===== config.mk =====
export PLATFORM = sky130hd
export DESIGN_NAME = tmr_capcmp
export DESIGN_NICKNAME = d
export VERILOG_FILES = /design/src/rtl/tmr_capcmp_pkg.sv /design/src/rtl/tmr_edge_det.sv /design/src/rtl/tmr_cmp_buffer.sv /design/src/rtl/tmr_capcmp.sv
export SDC_FILE = /design/constraint.sdc
export NUM_CORES = 1
export LEC_CHECK = 0
export ABC_CLOCK_PERIOD_IN_PS = 3400
export CAP_MARGIN = 40
export CORE_ASPECT_RATIO = 1.5
export CORE_MARGIN = 4
export CORE_UTILIZATION = 50
export CTS_BUF_LIST = sky130_fd_sc_hd__clkbuf_2
export CTS_CLUSTER_SIZE = 10
export DETAILED_ROUTE_END_ITERATION = 12
export PLACE_DENSITY = 0.75
export SYNTH_ARGS = -nofsm -noshare
export SYNTH_HDL_FRONTEND = slang
export SYNTH_HIERARCHICAL = 1
export SYNTH_SLANG_ARGS = --single-unit

===== constraint.sdc =====
create_clock -name clk -period 3.4 [get_ports clk]
set_input_delay 0.51 -clock clk [delete_from_list [all_inputs] [get_ports clk]]
set_output_delay 0.51 -clock clk [all_outputs]
set_load 0.02 [all_outputs]

===== src/rtl/tmr_capcmp_pkg.sv =====
package tmr_capcmp_pkg;

    typedef enum logic [1:0] {
        MODE_INTERVAL = 2'b00,
        MODE_BATCH    = 2'b01,
        MODE_FREECAP  = 2'b10,
        MODE_PULSEW   = 2'b11
    } tmr_mode_e;

    typedef enum logic [1:0] {
        EDGE_NONE = 2'b00,
        EDGE_RISE = 2'b01,
        EDGE_FALL = 2'b10,
        EDGE_BOTH = 2'b11
    } edge_sel_e;

endpackage


===== src/rtl/tmr_edge_det.sv =====
module tmr_edge_det
    import tmr_capcmp_pkg::*;
#(
    parameter int SYNC_STAGES = 2
) (
    input  logic       clk,
    input  logic       rst_n,
    input  logic       trig_in,
    input  logic [1:0] sel,
    output logic       edge_ev
);
    localparam int CHAIN = SYNC_STAGES + 1;

    typedef struct packed {
        logic [CHAIN-1:0] chain;
    } sync_t;

    sync_t s_d, s_q;
    logic  cur, prev, rise, fall;

    always_comb begin
        s_d = s_q;
        s_d.chain = {s_q.chain[CHAIN-2:0], trig_in};
    end

    always_ff @(posedge clk) begin
        if (!rst_n) s_q <= '0;
        else        s_q <= s_d;
    end

    assign cur  = s_q.chain[CHAIN-2];
    assign prev = s_q.chain[CHAIN-1];
    assign rise = cur & ~prev;
    assign fall = ~cur & prev;

    always_comb begin
        case (edge_sel_e'(sel))
            EDGE_RISE: edge_ev = rise;
            EDGE_FALL: edge_ev = fall;
            EDGE_BOTH: edge_ev = rise | fall;
            default:   edge_ev = 1'b0;
        endcase
    end

    assert_edge_sel_R9: assert property (@(posedge clk) disable iff (!rst_n)
        edge_ev |-> (sel != 2'b00));

endmodule


===== src/rtl/tmr_cmp_buffer.sv =====
module tmr_cmp_buffer #(
    parameter int W = 16
) (
    input  logic         clk,
    input  logic         rst_n,
    input  logic         load_start,
    input  logic         load_now,
    input  logic         batch_mode,
    input  logic         period_hit,
    input  logic         batch_req,
    input  logic [W-1:0] reg_next,
    output logic [W-1:0] buf_val
);
    typedef struct packed {
        logic [W-1:0] bufv;
        logic         pend;
    } cbuf_t;

    cbuf_t b_d, b_q;
    logic  xfer, load;

    always_comb begin
        b_d  = b_q;
        xfer = batch_mode & period_hit & b_q.pend;
        load = load_start | load_now | xfer;
        if (load) b_d.bufv = reg_next;
        b_d.pend = batch_req | (b_q.pend & ~xfer);
    end

    always_ff @(posedge clk) begin
        if (!rst_n) b_q <= '0;
        else        b_q <= b_d;
    end

    assign buf_val = b_q.bufv;

    assert_buf_hold_R5: assert property (@(posedge clk) disable iff (!rst_n)
        (b_q.bufv != $past(b_q.bufv)) |-> $past(load));

endmodule


===== src/rtl/tmr_capcmp.sv =====
module tmr_capcmp
    import tmr_capcmp_pkg::*;
#(
    parameter int W           = 16,
    parameter int SYNC_STAGES = 2
) (
    input  logic         clk,
    input  logic         rst_n,
    input  logic         cnt_en,
    input  logic [1:0]   mode,
    input  logic         wr_en,
    input  logic [W-1:0] wr_data,
    input  logic         cap_in,
    input  logic [1:0]   edge_sel,
    input  logic         batch_req,
    input  logic         out_en,
    output logic [W-1:0] rd_data,
    output logic         match_pulse,
    output logic         cap_pulse,
    output logic         tog_out
);
    typedef struct packed {
        logic [W-1:0] cnt;
        logic [W-1:0] regv;
        logic         en;
        logic         match;
        logic         cap;
        logic         tog;
    } core_t;

    core_t c_d, c_q;

    tmr_mode_e    md;
    logic         cap_role, pw_mode, batch_mode;
    logic         start, run, hit, cap_ev, edge_ev;
    logic [W-1:0] buf_val;

    assign md         = tmr_mode_e'(mode);
    assign cap_role   = (md == MODE_FREECAP) || (md == MODE_PULSEW);
    assign pw_mode    = (md == MODE_PULSEW);
    assign batch_mode = (md == MODE_BATCH);

    tmr_edge_det #(.SYNC_STAGES(SYNC_STAGES)) u_edge (
        .clk     (clk),
        .rst_n   (rst_n),
        .trig_in (cap_in),
        .sel     (edge_sel),
        .edge_ev (edge_ev)
    );

    tmr_cmp_buffer #(.W(W)) u_buf (
        .clk        (clk),
        .rst_n      (rst_n),
        .load_start (start & ~cap_role),
        .load_now   (wr_en & (md == MODE_INTERVAL)),
        .batch_mode (batch_mode),
        .period_hit (hit),
        .batch_req  (batch_req),
        .reg_next   (c_d.regv),
        .buf_val    (buf_val)
    );

    always_comb begin
        c_d    = c_q;
        start  = cnt_en & ~c_q.en;
        run    = cnt_en & c_q.en;
        hit    = run & ~cap_role & (c_q.cnt == buf_val);
        cap_ev = run & cap_role & edge_ev;

        c_d.en    = cnt_en;
        c_d.match = hit;
        c_d.cap   = cap_ev;
        c_d.tog   = c_q.tog ^ (hit & out_en);

        // counter
        if (!cnt_en || start)        c_d.cnt = '0;
        else if (cap_ev && pw_mode)  c_d.cnt = '0;
        else if (hit)                c_d.cnt = '0;
        else                         c_d.cnt = c_q.cnt + 1'b1;

        // channel register
        if (cap_role) begin
            if (!cnt_en)     c_d.regv = '0;
            else if (cap_ev) c_d.regv = c_q.cnt;
        end else if (wr_en) begin
            c_d.regv = wr_data;
        end
    end

    always_ff @(posedge clk) begin
        if (!rst_n) c_q <= '0;
        else        c_q <= c_d;
    end

    assign rd_data     = c_q.regv;
    assign match_pulse = c_q.match;
    assign cap_pulse   = c_q.cap;
    assign tog_out     = c_q.tog;

    assert_period_clear_R2: assert property (@(posedge clk) disable iff (!rst_n)
        match_pulse |-> (c_q.cnt == '0));

    assert_toggle_R3: assert property (@(posedge clk) disable iff (!rst_n)
        (match_pulse && $past(out_en)) |-> (tog_out != $past(tog_out)));

    assert_pw_clear_R8: assert property (@(posedge clk) disable iff (!rst_n)
        (cap_pulse && ($past(mode) == 2'b11)) |-> (c_q.cnt == '0));

    assert_cap_disable_R10: assert property (@(posedge clk) disable iff (!rst_n)
        ($past(!cnt_en) && $past(mode[1])) |-> (rd_data == '0));

    assert_no_match_capture_R13: assert property (@(posedge clk) disable iff (!rst_n)
        match_pulse |-> !$past(mode[1]));

    assert_exclusive_R13: assert property (@(posedge clk) disable iff (!rst_n)
        !(match_pulse && cap_pulse));

endmodule


==> results of run 1 <==
==> layout make-up <==
class,count,area (sq um),share of cell area (%)
well taps,72,90.1,2.75
inverters,4,15.0,0.458
clock buffers,5,25.0,0.763
multi-input cells,215,1490,45.6
repair buffers,50,495,15.1
flip-flops and latches,56,1120,34.2
clock inverters,3,37.5,1.15
==> metrics by stage <==
step / instances / power (mW) / area [sq um] / util (%)
finish: 405 / 1.18 / 3280 / 56.7
global placement: 396 / 0.866 / 3200 / 55.3
floorplan: 325 / 0.820 / 2980 / -
CTS: 405 / 1.19 / 3280 / 56.7
detailed placement: 397 / 0.870 / 3220 / 55.6
global route: 405 / 1.23 / 3280 / 56.7
==> state kept, by name, summed over array words and instances (netlist names) <==
| name | count |
|---|---|
| rd_data | 16 |
| u_edge/s_q | 3 |
| cap_pulse | 1 |
| match_pulse | 1 |
| c_q | 17 |
| u_buf/buf_val | 16 |
| tog_out | 1 |
| u_buf/b_q | 1 |
==> worst register-to-register path, stage by stage, from the launching register on <==
cell,delay (ns)
dfxtp_1,0.41
inv_1,0.05
ha_1,0.28
nor2b_1,0.12
o21ai_1,0.08
o21ai_1,0.15
nand2_1,0.35
buf_4,0.32
mux2i_1,0.13
o22ai_1,0.19
nand2_1,0.10
mux2i_1,0.13
==> power by group through the flow <==
stage	clock [mW]	sequential, mW	combinational, mW
after floorplan	0	0.698	0.122
after global placement	0	0.700	0.165
after detailed placement	0	0.701	0.170
after CTS	0.329	0.689	0.171
after global routing	0.352	0.692	0.184
final	0.323	0.689	0.169
==> worst paths after layout <==
check / endpoint / slack [ns] / depth (start not counted)
setup / recovery: u_buf/buf_val[5] / 1.02 / 11
setup reg to reg: u_buf/buf_val[5] / 1.02 / 11
hold reg to reg: u_edge/s_q[1] / 0.47 / 1
hold / removal: u_edge/s_q[1] / 0.47 / 1
==> metal layers <==
metal	share of wire, %	vias up	routed length [microns]	global-route usage (%)
met5	0	-	0	0
met4	1.6	0	91	7.53
met3	4.2	10	244	3.44
met2	52	42	3000	28.7
met1	42	989	2410	19.2
li1	-	1068	-	-
==> cell usage after synthesis (all sizes together) <==
cell | instances | share of area (%)
a21boi | 1 | 0.25
a31oi | 1 | 0.21
o21a | 1 | 0.25
xor2 | 17 | 5.0
a311oi | 1 | 0.88
ha | 3 | 1.3
clkbuf | 11 | 1.4
o41ai | 1 | 0.29
nor2b | 3 | 0.63
or4 | 1 | 0.38
nand4 | 3 | 0.63
nand3 | 8 | 1.3
nand2 | 43 | 5.4
inv | 4 | 0.50
and4 | 2 | 0.59
and2 | 21 | 4.4
o21ai | 3 | 0.88
xnor2 | 13 | 3.8
dfxtp | 56 | 38
nor2 | 22 | 2.8
nor4 | 2 | 0.42
and3 | 1 | 0.21
nand2b | 1 | 0.21
mux2i | 48 | 16
o22ai | 16 | 3.4
nor3b | 2 | 0.50
o311ai | 1 | 0.29
buf | 39 | 10
==> kinds of logic after synthesis <==
group | synth area share, %
flip-flops | 37.7
adder cells (fa/ha/maj) | 1.26
XOR/XNOR | 8.83
AND/OR/NAND/NOR | 17.5
AO/OA/AOI/OAI | 6.43
buffers and inverters | 12.1
multiplexers | 16.1
==> impl_metrics.py, run 1 <==
metrics = {
    "final_layout": {
        "nets": 362,
        "layout_commonest_cell": "dfxtp_1",
        "layout-drive-gt1-share_pct": 4.20,
        "insertedDiodeCount": 0,
        "fillers": 562,
        "mostFrequentLayoutCells": "dfxtp_1 (56), mux2i_1 (48), clkdlybuf4s50_1 (45), nand2_1 (43), nor2_1 (22)",
        "area_growth_syn_to_layout_pct": 10.2,
    },
    "drt": {
        "drt-total-wl_microns": 5750,
        "first_iter_violations": 67,
        "vias": 2109,
        "vias_per_cell": 5.21,
        "drc": 0,
        "firstDrtPassIters": 4,
        "wire_per_inst_microns": 14.2,
        "postRouteAntennaNets": 0,
    },
    "global_routing": {
        "grt_max_degree": 56,
        "grt_pass1_wl_microns": 9500,
        "antenna_found_initial": 0,
        "grt_pass1_vias": 2094,
        "grt_overflow": 0,
        "gr-usage-all-layers_pct": 16.4,
    },
    "synthesis": {
        "synth.ff_latch_count": 56,
        "synthCells": 325,
        "syn-num-nets": 355,
        "ys_types": 32,
        "avgSynthCellArea_sq_um": 9.15,
        "yosysWarnings": 6,
        "syn-cell-area_sq_um": 2980,
        "ys_seq_area_share_pct": 37.7,
    },
    "clocking": {
        "cts_sinks": 56,
        "insertion_delay_ns": 0.45,
        "worst_setup_hold_path_clk_slew_ns": 0.27,
        "htreeDepth": 2,
        "cts_tree": "yes",
        "postCtsSetupBuffers": 0,
        "post_cts_resize_count": 0,
        "root_buffer": "clkbuf_2",
        "hold_buffers": 0,
        "cts_buffer_depth": 2,
        "cts_buffers": 5,
    },
    "pwr": {
        "p_comb_share_pct": 14.3,
        "internal-power_mw": 0.883,
        "clkPwrFrac_pct": 27.3,
        "p_seq_share_pct": 58.3,
        "leakage_nw": 1.39,
        "switchingPower_mw": 0.298,
        "vdd_drop_max_v": 0.000248,
        "power.density_nw_per_um2": 360,
        "switching_share_pct": 25.2,
    },
    "die": {
        "ios": 46,
        "die_w_microns": 71.0,
        "coreArea_sq_um": 5790,
        "die_area_sq_um": 7270,
        "start_util_pct": 51.4,
        "die_height_microns": 102,
        "placementRows": 34,
    },
    "sta": {
        "maxSlewViolCount": 0,
        "grt_setup_unrepaired": "no",
        "finalClockSkew_ns": 0.0223,
        "period_needed_ns": 2.38,
        "post-route-period-util_pct": 70.0,
        "final.setup.tns_ns": 0,
        "setup_slack_ns": 1.02,
        "setup_viol": 0,
        "fmax_ghz": 0.420,
        "hold_ws_ns": 0.469,
        "hold_viol": 0,
        "worstMarginPinSlew_ns": 0.598,
        "maxSlewHeadroom_pct": 60.0,
    },
    "setup_path": {
        "crit_chain": "inv_1 > ha_1 > nor2b_1 > o21ai_1 > o21ai_1 > nand2_1 > buf_4 > mux2i_1 > o22ai_1 > nand2_1 > mux2i_1",
        "cp_data_required_time_ns": 3.79,
        "crit_buf_inv": 2,
        "startpoint": "u_edge/s_q[1]",
        "max_stage_delay_ns": 0.41,
        "r2r_start": "u_edge/s_q[1]",
        "critPathTopFamily": "simple AND/OR/NAND/NOR gates",
        "cp_slowest_cell": "dfxtp_1",
        "startpoint_type": "flop",
        "critPathKind": "flop to flop",
        "cp_max_fo": 9,
        "endpoint_kind": "flop",
        "arrival_ns": 2.77,
    },
    "placement": {
        "dp_hpwl_microns": 4070,
        "dp_slack_ns": 0.704,
        "io_buffer_count": 45,
        "globalplace.congestion": 0.773,
    },
    "flow_run": {
        "drv_cap": 0,
    },
    "status": {
        "run_status": "finished clean",
    },
    "hold_path": {
        "holdCritStartpoint": "u_edge/s_q[0]",
        "hp-class": "flop to flop",
    },
}
Power figures use the tool's default switching activity.
==> inputs of run 2 (changes only) <==
--- a/config.mk
+++ b/config.mk
@@ -5,7 +5,7 @@
 export SDC_FILE = /design/constraint.sdc
 export NUM_CORES = 1
 export LEC_CHECK = 0
-export ABC_CLOCK_PERIOD_IN_PS = 3400
+export ABC_CLOCK_PERIOD_IN_PS = 2300
 export CAP_MARGIN = 40
 export CORE_ASPECT_RATIO = 1.5
 export CORE_MARGIN = 4
==> constraint.sdc (replaced) <==
create_clock -name clk -period 2.3 [get_ports clk]
set_input_delay 0.345 -clock clk [delete_from_list [all_inputs] [get_ports clk]]
set_output_delay 0.345 -clock clk [all_outputs]
set_load 0.02 [all_outputs]
==> impl_metrics.py, run 2 (synthesis results as in run 1) <==
metrics = {
    "status": {
        "run_status": "finished clean",
    },
    "global_routing": {
        "grt_pass1_vias": 2148,
        "grt_pass1_wl_microns": 9950,
        "grt_max_degree": 56,
        "gr-usage-all-layers_pct": 17.1,
        "antenna_found_initial": 0,
        "grt_overflow": 0,
    },
    "clocking": {
        "postCtsSetupBuffers": 0,
        "cts_sinks": 56,
        "cts_buffers": 5,
        "root_buffer": "clkbuf_2",
        "cts_buffer_depth": 2,
        "insertion_delay_ns": 0.43,
        "cts_tree": "yes",
        "worst_setup_hold_path_clk_slew_ns": 0.26,
        "hold_buffers": 0,
        "htreeDepth": 2,
        "post_cts_resize_count": 0,
    },
    "sta": {
        "final.setup.tns_ns": 0,
        "grt_setup_unrepaired": "no",
        "fmax_ghz": 0.472,
        "setup_slack_ns": 0.180,
        "worstMarginPinSlew_ns": 0.477,
        "maxSlewHeadroom_pct": 68.2,
        "hold_viol": 0,
        "period_needed_ns": 2.12,
        "maxSlewViolCount": 0,
        "setup_viol": 0,
        "post-route-period-util_pct": 92.2,
        "finalClockSkew_ns": 0.0219,
    },
    "drt": {
        "wire_per_inst_microns": 14.0,
        "vias": 2119,
        "vias_per_cell": 5.11,
        "drc": 0,
        "firstDrtPassIters": 6,
        "first_iter_violations": 64,
        "postRouteAntennaNets": 0,
        "drt-total-wl_microns": 5810,
    },
    "placement": {
        "io_buffer_count": 45,
        "dp_cells": 408,
        "placed_area_sq_um": 3330,
        "dp_slack_ns": 0.0375,
        "globalplace.congestion": 0.768,
        "dp_hpwl_microns": 4310,
    },
    "final_layout": {
        "final_cell_area_sq_um": 3360,
        "register_area_sq_um": 1120,
        "largest_reg_flops": 17,
        "area_growth_syn_to_layout_pct": 13.0,
        "mostFrequentLayoutCells": "dfxtp_1 (56), mux2i_1 (48), clkdlybuf4s50_1 (45), nand2_1 (43), nor2_1 (22)",
        "final_util_pct": 58.1,
        "fillers": 561,
        "multi_input_area_sq_um": 1490,
        "finalNonFillerCells": 415,
        "regMostFlops": "c_q",
        "layout-drive-gt1-share_pct": 7.58,
        "layout_commonest_cell": "dfxtp_1",
        "insertedDiodeCount": 0,
        "nets": 373,
    },
    "flow_run": {
        "drv_cap": 0,
    },
    "die": {
        "die_w_microns": 71.0,
        "coreArea_sq_um": 5790,
        "placementRows": 34,
        "die_height_microns": 102,
        "die_area_sq_um": 7270,
        "ios": 46,
        "start_util_pct": 51.4,
    },
    "pwr": {
        "vdd_drop_max_v": 0.000279,
        "power.density_nw_per_um2": 486,
        "leakage_nw": 1.45,
    },
    "setup_path": {
        "cp_data_required_time_ns": 2.67,
        "endpoint_kind": "flop",
        "r2r_cells": 7,
        "startpoint_type": "flop",
        "cp_max_fo": 16,
        "arrival_ns": 2.49,
        "critPathKind": "flop to flop",
    },
    "hold_path": {
        "whs_path_depth": 2,
        "hp-class": "primary input to flop",
    },
}
## run 2: cell types whose count changed in the layout (fill, tap and decap cells not counted)
cell and change:
buf_8 -1, clkbuf_2 +1, bufinv_16 -1, buf_12 +3, clkinv_1 -2, clkinv_2 +1, buf_4 +9
## run 2: path summary, 6_finish.rpt
path                    start               end  slack [ns]
max          u_buf/buf_val[0]  u_buf/buf_val[1]        0.18
min                    cap_in     u_edge/s_q[0]        0.44
max reg2reg  u_buf/buf_val[0]  u_buf/buf_val[1]        0.18
min reg2reg     u_edge/s_q[0]     u_edge/s_q[1]        0.48
## run 2: area by class of cell
class	count	area share (%)
multi-input combinational	215	44.4
timing repair buffer	61	18.1
clock buffer	6	0.893
clock inverter	1	0.149
tap	72	2.68
inverter	4	0.446
sequential	56	33.3
## run 2: power breakdown
group	switching (mW)	internal [mW]	total, mW
clock network	0.283	0.0725	0.355
registers	0.0175	1.00	1.02
logic	0.125	0.137	0.262
## run 2: through the flow
step           power [mW]  hold slack, ns
2_1_floorplan        1.21           0.406
6_report             1.63           0.445
3_5_place_dp         1.30           0.435
3_3_place_gp         1.29           0.409
5_1_grt              1.72           0.416
4_1_cts              1.65           0.423
## run 2: layer usage
metal	vias up	share of wire, %	GRT usage (%)
met4	0	1.3	5.21
met5	-	0	0
met1	994	44	20.0
li1	1086	-	-
met3	7	3.0	2.85
met2	32	52	31.7
## run 2: worst max-delay path, stage by stage (launching register included)
cell and delay, ns:
dfxtp_1 0.38, xnor2_1 0.20, nand4_1 0.18, or4_4 0.52, nor2_1 0.26, a311oi_4 0.15, buf_12 0.19, mux2i_1 0.17
